===== config.mk =====
export PLATFORM = sky130hd
export DESIGN_NAME = dvfs_supply_ctrl
export DESIGN_NICKNAME = d
export VERILOG_FILES = /design/src/rtl/vdd_ctrl_pkg.sv /design/src/rtl/vdd_therm_decode.sv /design/src/rtl/vdd_settle_timer.sv /design/src/rtl/vdd_code_step.sv /design/src/rtl/dvfs_supply_ctrl.sv
export SDC_FILE = /design/constraint.sdc
export NUM_CORES = 1
export LEC_CHECK = 0
export BUFFER_PORTS_ARGS = -buffer_cell sky130_fd_sc_hd__clkbuf_2
export CAP_MARGIN = 20
export CORE_ASPECT_RATIO = 1.75
export CORE_UTILIZATION = 60
export CTS_CLUSTER_DIAMETER = 40
export DETAILED_ROUTE_END_ITERATION = 10
export HOLD_SLACK_MARGIN = 0.15
export PLACE_DENSITY = 0.94
export SLEW_MARGIN = 20
export SYNTH_ARGS = -nofsm -noshare
export SYNTH_HDL_FRONTEND = slang
export SYNTH_HIERARCHICAL = 1
export SYNTH_SLANG_ARGS = --single-unit

===== constraint.sdc =====
create_clock -name clk_i -period 4.05 [get_ports clk_i]
set_input_delay 0.81 -clock clk_i [delete_from_list [all_inputs] [get_ports clk_i]]
set_output_delay 0.81 -clock clk_i [all_outputs]
set_load 0.01 [all_outputs]

===== src/rtl/vdd_ctrl_pkg.sv =====
package vdd_ctrl_pkg;
  typedef enum logic [1:0] {DEC_HOLD, DEC_UP, DEC_DOWN} dec_e;
  typedef enum logic {PH_SEARCH, PH_TRACK} phase_e;
endpackage


===== src/rtl/vdd_therm_decode.sv =====
module vdd_therm_decode
  import vdd_ctrl_pkg::*;
#(
  parameter int TAPS       = 12,
  parameter int REQ_TAPS   = 6,
  parameter int SLACK_TAPS = 2
) (
  input  logic [TAPS-1:0] therm_i,
  output dec_e            dec_o
);
  localparam int CW = $clog2(TAPS + 1);
  localparam logic [CW-1:0] LO = CW'(REQ_TAPS);
  localparam logic [CW-1:0] HI = CW'(REQ_TAPS + SLACK_TAPS);

  logic [CW-1:0] ones;

  always_comb begin
    ones = '0;
    for (int i = 0; i < TAPS; i++) ones = ones + {{(CW-1){1'b0}}, therm_i[i]};
  end

  always_comb begin
    if (ones < LO)      dec_o = DEC_UP;
    else if (ones > HI) dec_o = DEC_DOWN;
    else                dec_o = DEC_HOLD;
  end
endmodule


===== src/rtl/vdd_settle_timer.sv =====
module vdd_settle_timer #(
  parameter int SETTLE_W = 8
) (
  input  logic                clk_i,
  input  logic                rst_ni,
  input  logic                load_i,
  input  logic [SETTLE_W-1:0] val_i,
  output logic                busy_o
);
  logic [SETTLE_W-1:0] cnt_q;

  always_ff @(posedge clk_i or negedge rst_ni) begin
    if (!rst_ni)            cnt_q <= '0;
    else if (load_i)        cnt_q <= val_i;
    else if (cnt_q != '0)   cnt_q <= cnt_q - 1'b1;
  end

  assign busy_o = (cnt_q != '0);
endmodule


===== src/rtl/vdd_code_step.sv =====
module vdd_code_step
  import vdd_ctrl_pkg::*;
#(
  parameter int CODE_W    = 8,
  parameter int VMIN_CODE = 35,
  parameter int VMAX_CODE = 150
) (
  input  logic [CODE_W-1:0] code_i,
  input  dec_e              dec_i,
  output logic [CODE_W-1:0] code_o
);
  localparam logic [CODE_W-1:0] CMIN = CODE_W'(VMIN_CODE);
  localparam logic [CODE_W-1:0] CMAX = CODE_W'(VMAX_CODE);

  always_comb begin
    code_o = code_i;
    unique case (dec_i)
      DEC_UP:   if (code_i < CMAX) code_o = code_i + 1'b1;
      DEC_DOWN: if (code_i > CMIN) code_o = code_i - 1'b1;
      default:  code_o = code_i;
    endcase
  end
endmodule


===== src/rtl/dvfs_supply_ctrl.sv =====
module dvfs_supply_ctrl
  import vdd_ctrl_pkg::*;
#(
  parameter int TAPS          = 12,
  parameter int REQ_TAPS      = 6,
  parameter int SLACK_TAPS    = 2,
  parameter int CODE_W        = 8,
  parameter int VMIN_CODE     = 35,
  parameter int VMAX_CODE     = 150,
  parameter int BIAS_THR_CODE = 60,
  parameter int STBY_CODE     = 30,
  parameter int FREQ_W        = 4,
  parameter int SETTLE_W      = 8,
  parameter int LOCK_W        = 6
) (
  input  logic                clk_i,
  input  logic                rst_ni,
  input  logic                standby_i,
  input  logic [FREQ_W-1:0]   freq_sel_i,
  input  logic [TAPS-1:0]     therm_i,
  input  logic [SETTLE_W-1:0] settle_cnt_i,
  input  logic [LOCK_W-1:0]   lock_cnt_i,
  output logic [CODE_W-1:0]   vcode_o,
  output logic                bias_en_o,
  output logic                locked_o
);
  localparam logic [CODE_W-1:0] CMAX  = CODE_W'(VMAX_CODE);
  localparam logic [CODE_W-1:0] CTHR  = CODE_W'(BIAS_THR_CODE);
  localparam logic [CODE_W-1:0] CSTBY = CODE_W'(STBY_CODE);
  localparam logic [LOCK_W-1:0] HSAT  = '1;

  logic [CODE_W-1:0] code_q, code_nxt;
  logic [FREQ_W-1:0] freq_q;
  logic [LOCK_W-1:0] hold_q;
  logic              bias_q;
  phase_e            phase_q;
  dec_e              dec;
  logic              busy, freq_chg, sample, end_search, bias_on, load;

  vdd_therm_decode #(.TAPS(TAPS), .REQ_TAPS(REQ_TAPS), .SLACK_TAPS(SLACK_TAPS)) u_dec (
    .therm_i(therm_i), .dec_o(dec)
  );

  vdd_code_step #(.CODE_W(CODE_W), .VMIN_CODE(VMIN_CODE), .VMAX_CODE(VMAX_CODE)) u_step (
    .code_i(code_q), .dec_i(dec), .code_o(code_nxt)
  );

  assign freq_chg   = (freq_sel_i != freq_q);
  assign sample     = !standby_i && !busy && !freq_chg;
  assign end_search = sample && (dec == DEC_HOLD) && (phase_q == PH_SEARCH);
  assign bias_on    = end_search && (code_q < CTHR);
  assign load       = freq_chg || standby_i || bias_on || (sample && dec != DEC_HOLD);

  vdd_settle_timer #(.SETTLE_W(SETTLE_W)) u_tmr (
    .clk_i(clk_i), .rst_ni(rst_ni), .load_i(load), .val_i(settle_cnt_i), .busy_o(busy)
  );

  always_ff @(posedge clk_i or negedge rst_ni) begin
    if (!rst_ni) begin
      code_q  <= CMAX;
      bias_q  <= 1'b0;
      phase_q <= PH_SEARCH;
      hold_q  <= '0;
      freq_q  <= '0;
    end else begin
      freq_q <= freq_sel_i;
      if (freq_chg) begin
        code_q  <= CMAX;
        bias_q  <= 1'b0;
        phase_q <= PH_SEARCH;
        hold_q  <= '0;
      end else if (sample) begin
        code_q <= code_nxt;
        if (dec != DEC_HOLD) begin
          hold_q <= '0;
        end else if (phase_q == PH_SEARCH) begin
          phase_q <= PH_TRACK;
          hold_q  <= '0;
          if (bias_on) bias_q <= 1'b1;
        end else if (hold_q != HSAT) begin
          hold_q <= hold_q + 1'b1;
        end
      end
    end
  end

  assign vcode_o   = standby_i ? CSTBY : code_q;
  assign bias_en_o = bias_q;
  assign locked_o  = !standby_i && (phase_q == PH_TRACK) && (hold_q != '0) && (hold_q >= lock_cnt_i);
endmodule


### Word-level counts from Yosys, hierarchy flattened

Cells that the tools add are included.

| cells by class | value |
|---|---|
| bitwise logic cells | 1 |
| $lt $le $gt $ge | 6 |
| equal/unequal tests | 9 |
| mux-type cells | 23 |
| add/subtract/negate cells | 15 |
| reduce and logical (&&, ||, !) cells | 27 |
| div/mod/pow operators | 0 |
| multipliers | 0 |
| shifts and indexed selects | 0 |

Operators with widths:

| cell | number |
|---|---|
| 8-bit 2-to-1 mux | 7 |
| 4-bit by 1-bit adder with 4-bit output | 10 |
| 6-bit 2-to-1 mux | 5 |
| 8-bit one-hot mux with 2 select lines | 1 |
| 8-bit by 1-bit subtractor with 8-bit output, second input constant | 2 |
| 1-bit logical AND | 9 |
| 8-bit by 1-bit adder with 8-bit output, second input constant | 1 |
| 8-bit by 6-bit > comparator with 1-bit output, second input constant | 1 |
| 8-bit by 6-bit < comparator with 1-bit output, second input constant | 1 |
| 8-bit < comparator, second input constant | 1 |
| 1-bit 2-to-1 mux | 8 |
| 4-bit AND reduction | 2 |
| 2-bit nonzero test | 4 |
| 8-bit nonzero test | 1 |
| 6-bit by 1-bit adder with 6-bit output, second input constant | 1 |
| 6-bit >= comparator | 1 |
| 3-bit by 2-bit inequality test with 1-bit output, second input constant | 2 |
| 6-bit inequality test, second input constant | 1 |
| 6-bit nonzero test | 1 |
| 4-bit > comparator, second input constant | 1 |
| 4-bit by 3-bit < comparator with 1-bit output, second input constant | 1 |
| 2-bit 2-to-1 mux | 2 |
| 4-bit by 1-bit inequality test with 1-bit output, second input constant | 1 |
| 4-bit inequality test | 1 |
| other kinds (11) | 16 |

| storage, ports and cells | value |
|---|---|
| bits of input ports | 33 |
| register bits after elaboration | 28 |
| memories kept | 0 |
| RAM bits | 0 |
| logic and storage cells | 87 |
| memory bits (read-only) | 0 |
| output and inout port bits | 10 |
| bits in latches | 0 |

### Longest topological paths before layout

Gate-level depths: netlist (run 1).

| depth | value |
|---|---|
| depth after elaboration | 23 |
| mapped depth | 19 |
| mapped depth without buffers | 18 |

### Hierarchy

The synthesis (run 1) kept the hierarchy.

By module, submodules not included:

| module | area an instance (um2) | sequential area each (um2) | instances | cells each |
|---|---|---|---|---|
| dvfs_supply_ctrl | 1166.1 | 505.5 | 1 | 132 |
| vdd_code_step | 565.5 | 0.0 | 1 | 87 |
| vdd_settle_timer | 490.5 | 200.2 | 1 | 55 |
| vdd_therm_decode | 287.8 | 0.0 | 1 | 31 |

### Worst setup path after synthesis (run 1)

Ideal clock, no wire load.

| path | value |
|---|---|
| path type | input-to-reg |
| start point | input therm_i[0] |
| end point | register code_q[6] |
| setup time | 0.136 ns |
| stages on the path | 18 |
| data required time | 3.914 ns |
| slack | -1.554 ns |
| path buffers | 1 |
| arrival time | 5.468 ns |
| path through | inv_1 > fa_1 > fa_1 > fa_1 > fa_1 > inv_1 > ha_1 > fa_1 > xor2_1 > a211oi_1 > inv_1 > ha_1 > clkbuf_1 > nor2_1 > mux2_1 > a211o_1 > nand2_1 > a21oi_1 |

| on the way | value |
|---|---|
| elaborated cells between the ends (all ways) | 24 |
| classes of those cells | add/sub (11); order compare (2); eq/ne (4); mux (5); reduce/logical (2) |

RTL lines:

| item | line | source |
|---|---|---|
| start: declaration | dvfs_supply_ctrl.sv:20 | `input logic [TAPS-1:0] therm_i,` |
| 1-bit by 1-bit adder with 2-bit output * | vdd_therm_decode.sv:19 | `for (int i = 0; i < TAPS; i++) ones = ones + {{(CW-1){1'b0}}, therm_i[i]};` |
| 4-bit by 1-bit adder with 4-bit output * (10 in a row) | vdd_therm_decode.sv:19 |  |
| 4-bit by 3-bit < comparator with 1-bit output * | vdd_therm_decode.sv:23 | `if (ones < LO) dec_o = DEC_UP;` |
| 2-bit 2-to-1 mux * | vdd_therm_decode.sv:23 |  |
| net dec[0] | dvfs_supply_ctrl.sv:37 | `dec_e dec;` |
| 2-bit == test or 2-bit by 1-bit == test with 1-bit output (tied branches) | vdd_code_step.sv:17 | `unique case (dec_i)` |
| 8-bit one-hot mux with 2 select lines * | vdd_code_step.sv:17 |  |
| net code_nxt[6] | dvfs_supply_ctrl.sv:32 | `logic [CODE_W-1:0] code_q, code_nxt;` |
| 8-bit 2-to-1 mux * | dvfs_supply_ctrl.sv:72 | `end else if (sample) begin` |
| 8-bit 2-to-1 mux * | dvfs_supply_ctrl.sv:67 | `if (freq_chg) begin` |
| end signal: assignment | dvfs_supply_ctrl.sv:73 | `code_q <= code_nxt;` |
| end: declaration | dvfs_supply_ctrl.sv:32 |  |

Mark *: on every way through the listed nets, which the timed path passes. The rest lies on a longest branch. The select of a mux whose other input is x is not followed.
A chain may end at the register's enable or synchronous reset.

### Final worst setup path (run 1)

| path | value |
|---|---|
| start point | input therm_i[5] |
| end point | register code_q[0] |

| on the way | value |
|---|---|
| cells in the longest elaborated chain, start to end | 14 |
| elaborated cells between the ends (all ways) | 20 |
| classes of those cells | add/sub (7); order compare (2); eq/ne (4); mux (5); reduce/logical (2) |

RTL lines:

| item | line | source |
|---|---|---|
| 4-bit by 1-bit adder with 4-bit output * (7 in a row) | vdd_therm_decode.sv:19 |  |
| 4-bit > comparator | vdd_therm_decode.sv:24 | `else if (ones > HI) dec_o = DEC_DOWN;` |
| 2-bit 2-to-1 mux | vdd_therm_decode.sv:24 |  |
| 2-bit 2-to-1 mux * | vdd_therm_decode.sv:23 |  |
| net dec[1] | dvfs_supply_ctrl.sv:37 |  |
| 2-bit == test or 2-bit by 1-bit == test with 1-bit output (tied branches) | vdd_code_step.sv:17 |  |
| 8-bit one-hot mux with 2 select lines * | vdd_code_step.sv:17 |  |
| net code_nxt[0] | dvfs_supply_ctrl.sv:32 |  |
| 8-bit 2-to-1 mux * | dvfs_supply_ctrl.sv:72 |  |
| 8-bit 2-to-1 mux * | dvfs_supply_ctrl.sv:67 |  |

Marks and branches as above.

==> impl_metrics.csv, run 1 <==
group,metric,value,unit
clock_tree,cts_htree_levels,1,
global_route,grt_pass1_wl,11.56,mm
die,start_util,0.6368,
layout,drive_above_1_share,0.3472,
timing,maxSlewHeadroom,0.3607,
layout,n_antenna_cell,0,
logic_synthesis,yosys-top-cells-area,"dfrtp_1 24%, ha_1 9.0%, fa_1 5.6%, inv_1 5.5%, nand2_1 4.5%",
timing,fin_skew,0.002853,ns
layout,mostFrequentLayoutCell,"clkbuf_2",
timing,worst_pin_slew,0.9502,ns
detailed_routing,highest_layer,"met4",
logic_synthesis,ys_seq_area_frac,0.2812,
worst_setup_path,r2r_setup_slack,0.82,ns
logic_synthesis,ys_types,58,
detailed_routing,drt_wl_total,8.035,mm
detailed_routing,dr_wl_met2,4.252,mm
clock_tree,clkSinkCount,28,
layout,layout_common_cells,"41 x clkbuf_2, 32 x inv_1, 24 x nand2_1, 24 x dfrtp_1, 20 x nor2_1",
logic_synthesis,mappedNetlistArea,2510,µm²
die,core_area,3941,µm²
worst_setup_path,cp.required,4.23,ns
worst_setup_path,start_kind,"input pin",
timing,period_share,1.278,
timing,setup_viol,24,
logic_synthesis,synth_top_area_share,0.2393,
outcome,violations,"setup timing",
die,io_pins,43,
clock_tree,clk_pin_slew,0.10,ns
outcome,outcome,"finished with violations",
timing,post-route-min-period,5.177,ns
worst_setup_path,worst-setup-path-type,"input pin to register",
detailed_routing,wirelength_met1,2.682,mm
placed_design,gp_congestion,1.042,
detailed_routing,wire_per_inst,19.69,µm
timing,setup_tns,-22.04,ns
timing,hold_viol_final,0,
die,die-width,50.89,µm
detailed_routing,wl_met3,548,µm
global_route,grt_max_degree,29,
logic_synthesis,ys_seq_elements,28,
power_and_ir_drop,total_leakage_power,1.415,nW
worst_setup_path,cp_data_arrival_time,5.35,ns
detailed_routing,antenna_left,0,
layout,final_area,3243,µm²
logic_synthesis,ys_warn_count,6,
detailed_routing,firstDrtPassIters,5,
detailed_routing,vias,2738,
logic_synthesis,async_reset_ff_frac,1.000,
global_route,grt_pass1_vias,2587,
clock_tree,cts-root-buf,"clkbuf_8",
die,row_count,30,
layout,area_growth,29.21,%
logic_synthesis,synth_edf_count,0,
clock_tree,cts.path.max_buffers,2,
timing,drv_slew,0,
clock_tree,cts_tree,"built",
detailed_routing,remaining_drc_errors,0,
worst_setup_path,reg2regPathDepth,11,
logic_synthesis,syn-num-nets,363,
detailed_routing,drt_iter0_markers,210,
detailed_routing,vias_per_cell,6.711,
timing,timing.fmax,193.2,MHz
die,dieArea,4456,µm²
logic_synthesis,syn-instance-count,305,
timing,rsz0062_at_grt,"yes",
die,die_y,87.56,µm
worst_setup_path,crit_fanout,5,
job,cap_violations,0,
global_route,antenna_found_initial,0,
placed_design,port_buffers,42,
logic_synthesis,yosys.area.top_type,"dfrtp_1",
min_path,min_path_type,"input pin to async pin",
global_route,overflow,0,
logic_synthesis,ys.flop_type,"dfrtp_1",
clock_tree,clk_latency,0.28,ns
logic_synthesis,avgSynthCellArea,8.229,µm²
layout,nets,419,
power_and_ir_drop,powerDensity,548.8,nW/µm²
power_and_ir_drop,p_total,1.780,mW
placed_design,dpl.hpwl,4.940,mm
power_and_ir_drop,vdd_drop_max,0.5742,mV
worst_setup_path,crit_path_end_kind,"register",
global_route,track_usage,0.3350,
clock_tree,cts_made_buffers,3,
placed_design,dpl_cell_area,2879,µm²
timing,fin_ws,-1.127,ns
flip-flops by register name, summed over array words and instances (netlist names):
register	flops
freq_q	4
hold_q	6
phase_q	1
u_tmr/cnt_q	8
bias_en_o	1
code_q	8
layer usage:
| layer | vias up | track usage |
|---|---|---|
| met5 | - | 0 |
| met2 | 192 | 0.6303 |
| met4 | 0 | 0.1768 |
| met1 | 1294 | 0.3664 |
| li1 | 1192 | - |
| met3 | 60 | 0.02083 |
metrics by stage:
stage | hold slack (ns) | utilization | worst slack [ns] | instances
floorplan | 0.4804 | - | -1.140 | 305
global placement | 0.5238 | 0.7305 | -1.261 | 398
detailed placement | 0.5316 | 0.7305 | -1.361 | 398
CTS | 0.5465 | 0.7676 | -0.9610 | 404
global route | 0.6160 | 0.8229 | -1.241 | 408
finish | 0.5617 | 0.8229 | -1.127 | 408
synthesized netlist by cell type (3+ instances only):
master	number
nor3b_1	3
a21o_1	3
o211ai_1	3
dfstp_2	4
o21ai_0	8
o31ai_1	7
nand2_1	30
dfrtp_1	24
clkbuf_1	7
nand3b_1	5
nand3_1	11
inv_1	37
a31oi_1	5
nor2_1	24
a221oi_1	4
a211oi_1	3
a21oi_1	15
o22a_1	3
or4_1	3
a41oi_1	3
nor2b_1	6
fa_1	7
xnor2_1	6
or2_2	7
buf_2	4
ha_1	18
o21ai_1	3
nand4_1	7
a221o_1	3
nor3_1	10
cells by family (layout without fill, tap and decap cells):
logic type / after synthesis / count (layout) / synth area share
AO/OA/AOI/OAI: 73 / 73 / 0.2054
XOR/XNOR: 7 / 7 / 0.02443
adder cells (fa/ha/maj): 25 / 25 / 0.1456
buffers and inverters: 50 / 105 / 0.08126
flip-flops: 28 / 28 / 0.2812
multiplexers: 2 / 2 / 0.008474
AND/OR/NAND/NOR: 120 / 120 / 0.2537
what timing repair did:
item                       CTS  global route
hold buffers                 0             0
resized for setup           18            42
setup endpoints to repair   24            24
setup buffers                2             5
pin swaps                   13            22
final timing paths:
check	endpoint	from
max	code_q[0]	therm_i[5]
min	freq_q[2]	rst_ni
max reg2reg	u_tmr/cnt_q[6]	u_tmr/cnt_q[0]
min reg2reg	bias_en_o	bias_en_o
max in group asynchronous	u_tmr/cnt_q[3]	rst_ni
min in group clk_i	bias_en_o	bias_en_o
power by group:
group / leakage, nW / total [mW] / internal [mW] / switching, mW
Clock: 0.0288 / 0.179 / 0.0874 / 0.0921
Sequential: 0.350 / 0.298 / 0.287 / 0.0109
Combinational: 1.04 / 1.30 / 0.665 / 0.637
final cells by class:
type | count | area [µm²]
Tap cell | 48 | 60.06
Timing Repair Buffer | 64 | 415.4
Fill cell | 222 | 698.2
Multi-Input combinational cell | 227 | 1868
Sequential cell | 28 | 705.7
Clock buffer | 4 | 55.05
Inverter | 37 | 138.9
worst max-delay path: stages:
cell and delay [ns]:
buf_6 0.09, fa_1 0.53, inv_1 0.05, fa_1 0.49
fa_1 0.43, fa_1 0.51, inv_2 0.05, ha_4 0.16
fa_2 0.40, xor2_4 0.18, o32a_1 0.37, ha_4 0.33
buf_6 0.10, nand2b_4 0.18, a21oi_4 0.06, or2_4 0.27
o22a_1 0.20, nand2_1 0.10, a21oi_2 0.06
Power figures use the tool's default switching activity.
==> inputs of run 2 (changes only) <==
--- a/config.mk
+++ b/config.mk
@@ -8,11 +8,12 @@
 export BUFFER_PORTS_ARGS = -buffer_cell sky130_fd_sc_hd__clkbuf_2
 export CAP_MARGIN = 20
 export CORE_ASPECT_RATIO = 1.75
-export CORE_UTILIZATION = 60
+export CORE_UTILIZATION = 40
 export CTS_CLUSTER_DIAMETER = 40
 export DETAILED_ROUTE_END_ITERATION = 10
 export HOLD_SLACK_MARGIN = 0.15
-export PLACE_DENSITY = 0.94
+export PLACE_DENSITY = 0.7
+export SKIP_LAST_GASP = 1
 export SLEW_MARGIN = 20
 export SYNTH_ARGS = -nofsm -noshare
 export SYNTH_HDL_FRONTEND = slang
==> constraint.sdc (replaced) <==
create_clock -name clk_i -period 4.05 [get_ports clk_i]
set_input_delay 0.405 -clock clk_i [delete_from_list [all_inputs] [get_ports clk_i]]
set_output_delay 0.405 -clock clk_i [all_outputs]
set_load 0.01 [all_outputs]
==> impl_metrics.csv, run 2 (synthesis results as in run 1) <==
group,metric,value,unit
outcome,outcome,"finished with violations",
outcome,violations,"setup timing",
job,cap_violations,0,
detailed_routing,drt_wl_total,5.968,mm
detailed_routing,remaining_drc_errors,0,
worst_setup_path,start_kind,"input pin",
placed_design,gp_congestion,0.8882,
layout,drive_above_1_share,0.2853,
worst_setup_path,cp.required,4.21,ns
global_route,grt_pass1_vias,2455,
clock_tree,cts.path.max_buffers,2,
layout,n_antenna_cell,0,
clock_tree,cts_htree_levels,1,
worst_setup_path,r2r-end,"u_tmr/cnt_q[6]",
worst_setup_path,r2r-start,"u_tmr/cnt_q[0]",
die,start_util,0.4203,
worst_setup_path,cp_slowest_cell,"fa_1",
worst_setup_path,crit_path_end_kind,"register",
layout,layout_common_cells,"42 x clkbuf_2, 36 x inv_1, 30 x nand2_1",
power_and_ir_drop,vdd_drop_max,0.3262,mV
clock_tree,cts_made_buffers,3,
die,dieArea,6608,µm²
worst_setup_path,crit_fanout,5,
layout,multi_input_area,1750,µm²
timing,setup_viol,23,
power_and_ir_drop,powerDensity,500.7,nW/µm²
worst_setup_path,r2r_setup_slack,1.29,ns
timing,drv_slew,0,
timing,fin_ws,-0.5328,ns
die,core_area,5972,µm²
layout,reg_top3,"code_q: 8 flops, u_tmr/cnt_q: 8 flops, hold_q: 6 flops",
layout,register_area,705.7,µm²
die,row_count,37,
detailed_routing,drt_iter0_markers,94,
placed_design,dpl_cell_area,2914,µm²
timing,rsz0062_at_grt,"yes",
worst_setup_path,worst-setup-path-type,"input pin to register",
layout,final_area,3090,µm²
clock_tree,cts-root-buf,"clkbuf_8",
power_and_ir_drop,total_leakage_power,1.358,nW
layout,nets,413,
detailed_routing,vias_per_cell,5.632,
global_route,track_usage,0.1992,
worst_setup_path,cp_common_cell,"fa_1",
die,die_y,106.8,µm
placed_design,dpl.hpwl,4.443,mm
layout,mostFrequentLayoutCell,"clkbuf_2",
die,io_pins,43,
timing,post-route-min-period,4.583,ns
worst_setup_path,cp_cell_sequence,"clkbuf_2 > fa_1 > inv_1 > fa_1 > fa_1 > fa_1 > inv_1 > ha_2 > fa_2 > xor2_2 > o32a_1 > ha_4 > nand2b_2 > a21oi_1 > or2_2 > o22a_1 > nand2_1 > a21oi_1",
timing,hold_viol_final,0,
worst_setup_path,cp_data_arrival_time,4.74,ns
clock_tree,clkSinkCount,28,
die,die-width,61.88,µm
min_path,min_path_type,"input pin to async pin",
placed_design,port_buffers,42,
timing,worst_pin_slew,0.8843,ns
clock_tree,clk_latency,0.27,ns
timing,maxSlewHeadroom,0.4050,
global_route,grt_max_degree,29,
power_and_ir_drop,p_total,1.547,mW
global_route,grt_pass1_wl,10.36,mm
timing,period_share,1.132,
detailed_routing,vias,2433,
worst_setup_path,slowest_delay,0.52,ns
detailed_routing,wire_per_inst,13.81,µm
global_route,antenna_found_initial,0,
layout,nFillCells,578,
layout,area_growth,23.13,%
detailed_routing,firstDrtPassIters,5,
timing,timing.fmax,218.2,MHz
placed_design,post-place-ws,-0.9211,ns
detailed_routing,antenna_left,0,
timing,fin_skew,0.004175,ns
clock_tree,clk_pin_slew,0.09,ns
clock_tree,cts_tree,"built",
global_route,overflow,0,
worst_setup_path,reg2regPathDepth,13,
run 2: cell types whose count changed in the layout (fill, tap and decap cells not counted), sizes merged:
| cell | delta |
|---|---|
| buf | -7 |
| clkbuf | +1 |
run 2: critical path: cells and delay by family:
family	cells	cell delay (ns)
buffers and inverters	3	0.19
xor gates and xnor gates	1	0.17
AOI/OAI and AO/OA	4	0.63
and+or+nand+nor	3	0.55
adders and majority gates	7	2.78
run 2: area by class of cell:
class                   count  area share
inverters                  37     0.04575
multi-input cells         227      0.5664
flip-flops and latches     28      0.2283
repair buffers             58      0.1134
clock buffers               4     0.01457
well taps                  78     0.03158
run 2: per-layer routing:
layer	vias up	part of all wire	GRT usage	wire, µm
met5	-	0	0	0
met4	0	0.028	0.07778	168
met3	14	0.027	0.01448	162
met2	61	0.54	0.3510	3229
met1	1178	0.40	0.2400	2407
li1	1180	-	-	-
run 2: what timing repair did:
item / CTS / global route
pin swaps: 12 / 6
endpoints found under the setup margin: 23 / 24
setup buffers: 2 / 0
hold buffers: 0 / 0
resized for setup: 19 / 5
run 2: worst max-delay path by stage:
stage                     from   endpoint  cells after the start
detailed placement  therm_i[5]  code_q[0]                     17
floorplan           therm_i[5]  code_q[6]                     18
CTS                 therm_i[5]  code_q[1]                     17
global route        therm_i[5]  code_q[1]                     17
finish              therm_i[5]  code_q[0]                     18
global placement    therm_i[5]  code_q[1]                     16
run 2: stage by stage:
step / instances / utilization / hold WS (ns) / setup TNS [ns]
after floorplan: 305 / - / 0.1094 / -9.218
after global routing: 432 / 0.5175 / 0.2163 / -12.73
after detailed placement: 426 / 0.4880 / 0.4872 / -16.83
after CTS: 432 / 0.5129 / 0.1863 / -8.455
after global placement: 426 / 0.4880 / 0.4829 / -16.01
final: 432 / 0.5175 / 0.1607 / -7.984
run 2: power breakdown:
group	switching [mW]	internal, mW
clock	0.0828	0.0704
sequential	0.00912	0.287
combinational	0.523	0.575
==> inputs of run 3 (changes only) <==
--- a/config.mk
+++ b/config.mk
@@ -13,6 +13,7 @@
 export DETAILED_ROUTE_END_ITERATION = 10
 export HOLD_SLACK_MARGIN = 0.15
 export PLACE_DENSITY = 0.7
+export RECOVER_POWER = 25
 export SKIP_LAST_GASP = 1
 export SLEW_MARGIN = 20
 export SYNTH_ARGS = -nofsm -noshare
==> impl_metrics.csv, run 3 (synthesis results as in run 1) <==
group,metric,value,unit
layout,layout_common_cells,"37 x clkbuf_2, 36 x inv_1, 30 x nand2_1",
die,io_pins,43,
outcome,outcome,"finished with violations",
worst_setup_path,worst-setup-path-type,"input pin to register",
die,dieArea,6608,µm²
timing,post-route-min-period,4.583,ns
timing,hold_viol_final,0,
clock_tree,cts_made_buffers,3,
detailed_routing,firstDrtPassIters,5,
layout,multi_input_area,1750,µm²
layout,mostFrequentLayoutCell,"clkbuf_2",
worst_setup_path,crit_fanout,5,
layout,final_area,3084,µm²
detailed_routing,dr_wl_met2,3.227,mm
layout,reg_top3,"code_q: 8 flops, u_tmr/cnt_q: 8 flops, hold_q: 6 flops",
placed_design,placed_cells,426,
worst_setup_path,cp.required,4.21,ns
job,cap_violations,0,
timing,fin_skew,0.003765,ns
timing,maxSlewHeadroom,0.009913,
global_route,grt_pass1_vias,2455,
worst_setup_path,cp_cell_sequence,"clkbuf_2 > fa_1 > inv_1 > fa_1 > fa_1 > fa_1 > inv_1 > ha_2 > fa_2 > xor2_2 > o32a_1 > ha_4 > nand2b_2 > a21oi_1 > or2_2 > o22a_1 > nand2_1 > a21oi_1",
timing,rsz0062_at_grt,"yes",
detailed_routing,wire_per_inst,13.81,µm
clock_tree,holdBufCountCts,0,
layout,register_area,705.7,µm²
worst_setup_path,r2r_setup_slack,1.29,ns
layout,layoutNonFillerInstCount,432,
die,start_util,0.4203,
worst_setup_path,crit_buf_inv,3,
timing,drv_slew,0,
clock_tree,clkSinkCount,28,
worst_setup_path,critical-path-top-delay-family,"adder cells",
detailed_routing,wl_met3,147,µm
layout,nets,413,
worst_setup_path,cp_slowest_cell,"fa_1",
global_route,overflow,0,
timing,worst_pin_slew,1.485,ns
die,die_y,106.8,µm
clock_tree,cts_htree_levels,1,
worst_setup_path,cp_data_arrival_time,4.74,ns
detailed_routing,vias_per_cell,5.644,
timing,holdWs,0.2694,ns
layout,area_growth,22.88,%
detailed_routing,drt_iter0_markers,96,
placed_design,post-place-ws,-0.9211,ns
worst_setup_path,slowest_delay,0.52,ns
global_route,track_usage,0.1992,
outcome,violations,"setup timing",
layout,nFillCells,578,
placed_design,dpl_cell_area,2914,µm²
timing,fin_ws,-0.5327,ns
detailed_routing,highest_layer,"met4",
global_route,antenna_found_initial,0,
power_and_ir_drop,p_total,1.544,mW
placed_design,port_buffers,42,
clock_tree,clk_latency,0.27,ns
die,die-width,61.88,µm
power_and_ir_drop,total_leakage_power,1.343,nW
worst_setup_path,cp_common_cell,"fa_1",
clock_tree,cts-root-buf,"clkbuf_8",
worst_setup_path,crit_path_end_kind,"register",
placed_design,gp_congestion,0.8882,
power_and_ir_drop,powerDensity,500.7,nW/µm²
detailed_routing,wirelength_met1,2.418,mm
clock_tree,clk_pin_slew,0.09,ns
timing,timing.fmax,218.2,MHz
placed_design,dpl.hpwl,4.443,mm
die,row_count,37,
detailed_routing,remaining_drc_errors,0,
detailed_routing,drt_wl_total,5.966,mm
die,core_area,5972,µm²
detailed_routing,vias,2438,
worst_setup_path,start_kind,"input pin",
layout,drive_above_1_share,0.2712,
global_route,grt_max_degree,29,
detailed_routing,antenna_left,0,
layout,n_antenna_cell,0,
clock_tree,cts_tree,"built",
timing,setup_viol,23,
min_path,min_path_type,"input pin to register",
global_route,grt_pass1_wl,10.36,mm
clock_tree,cts.path.max_buffers,2,
timing,period_share,1.132,
power_and_ir_drop,vdd_drop_max,0.3247,mV
==> run 3: power by group <==
part	switching (mW)	internal (mW)	leakage [nW]
clock network	0.0822	0.0704	0.0228
logic	0.521	0.574	0.971
registers	0.00912	0.287	0.350
total	0.612	0.932	1.34
==> run 3: timing repair <==
item                       in CTS  in global routing
setup endpoints to repair      23                 24
pin swaps                      12                  6
buffers inserted                2                  0
hold endpoints to repair        0                  0
gates resized for setup        19                  5
==> run 3: per-layer routing <==
layer,vias to the layer above,GRT usage
li1,1182,-
met1,1185,0.2400
met2,57,0.3510
met3,14,0.01448
met4,0,0.07778
met5,-,0
==> run 3: layout make-up <==
cell class              count  share of cell area
repair buffers             58              0.1116
multi-input cells         227              0.5675
flip-flops and latches     28              0.2288
inverters                  37             0.04584
clock buffers               4             0.01460
well taps                  78             0.03164
==> run 3: worst register-to-register path, stage by stage, from the launching register on <==
cell	delay, ns
dfrtp_1	0.44
inv_1	0.13
ha_1	0.18
or3b_2	0.50
nor2_1	0.23
inv_1	0.11
nor2_1	0.10
buf_4	0.25
nand4_1	0.17
nand2_1	0.12
buf_6	0.16
inv_4	0.06
o211ai_1	0.09
nand3_1	0.11
==> run 3: final timing paths <==
kind	from	end	cells after the start
worst max-delay path	therm_i[5]	code_q[0]	18
worst min-delay path	freq_sel_i[1]	freq_q[1]	1
worst max register to register	u_tmr/cnt_q[0]	u_tmr/cnt_q[6]	13
worst min register to register	bias_en_o	bias_en_o	2
max in group asynchronous	rst_ni	u_tmr/cnt_q[5]	1
min in group asynchronous	rst_ni	freq_q[1]	1
==> run 3: metrics by stage <==
| step | util | setup TNS (ns) |
|---|---|---|
| floorplan | - | -9.218 |
| global placement | 0.4880 | -16.01 |
| detailed placement | 0.4880 | -16.83 |
| CTS | 0.5129 | -8.455 |
| global route | 0.5164 | -12.73 |
| finish | 0.5164 | -8.017 |
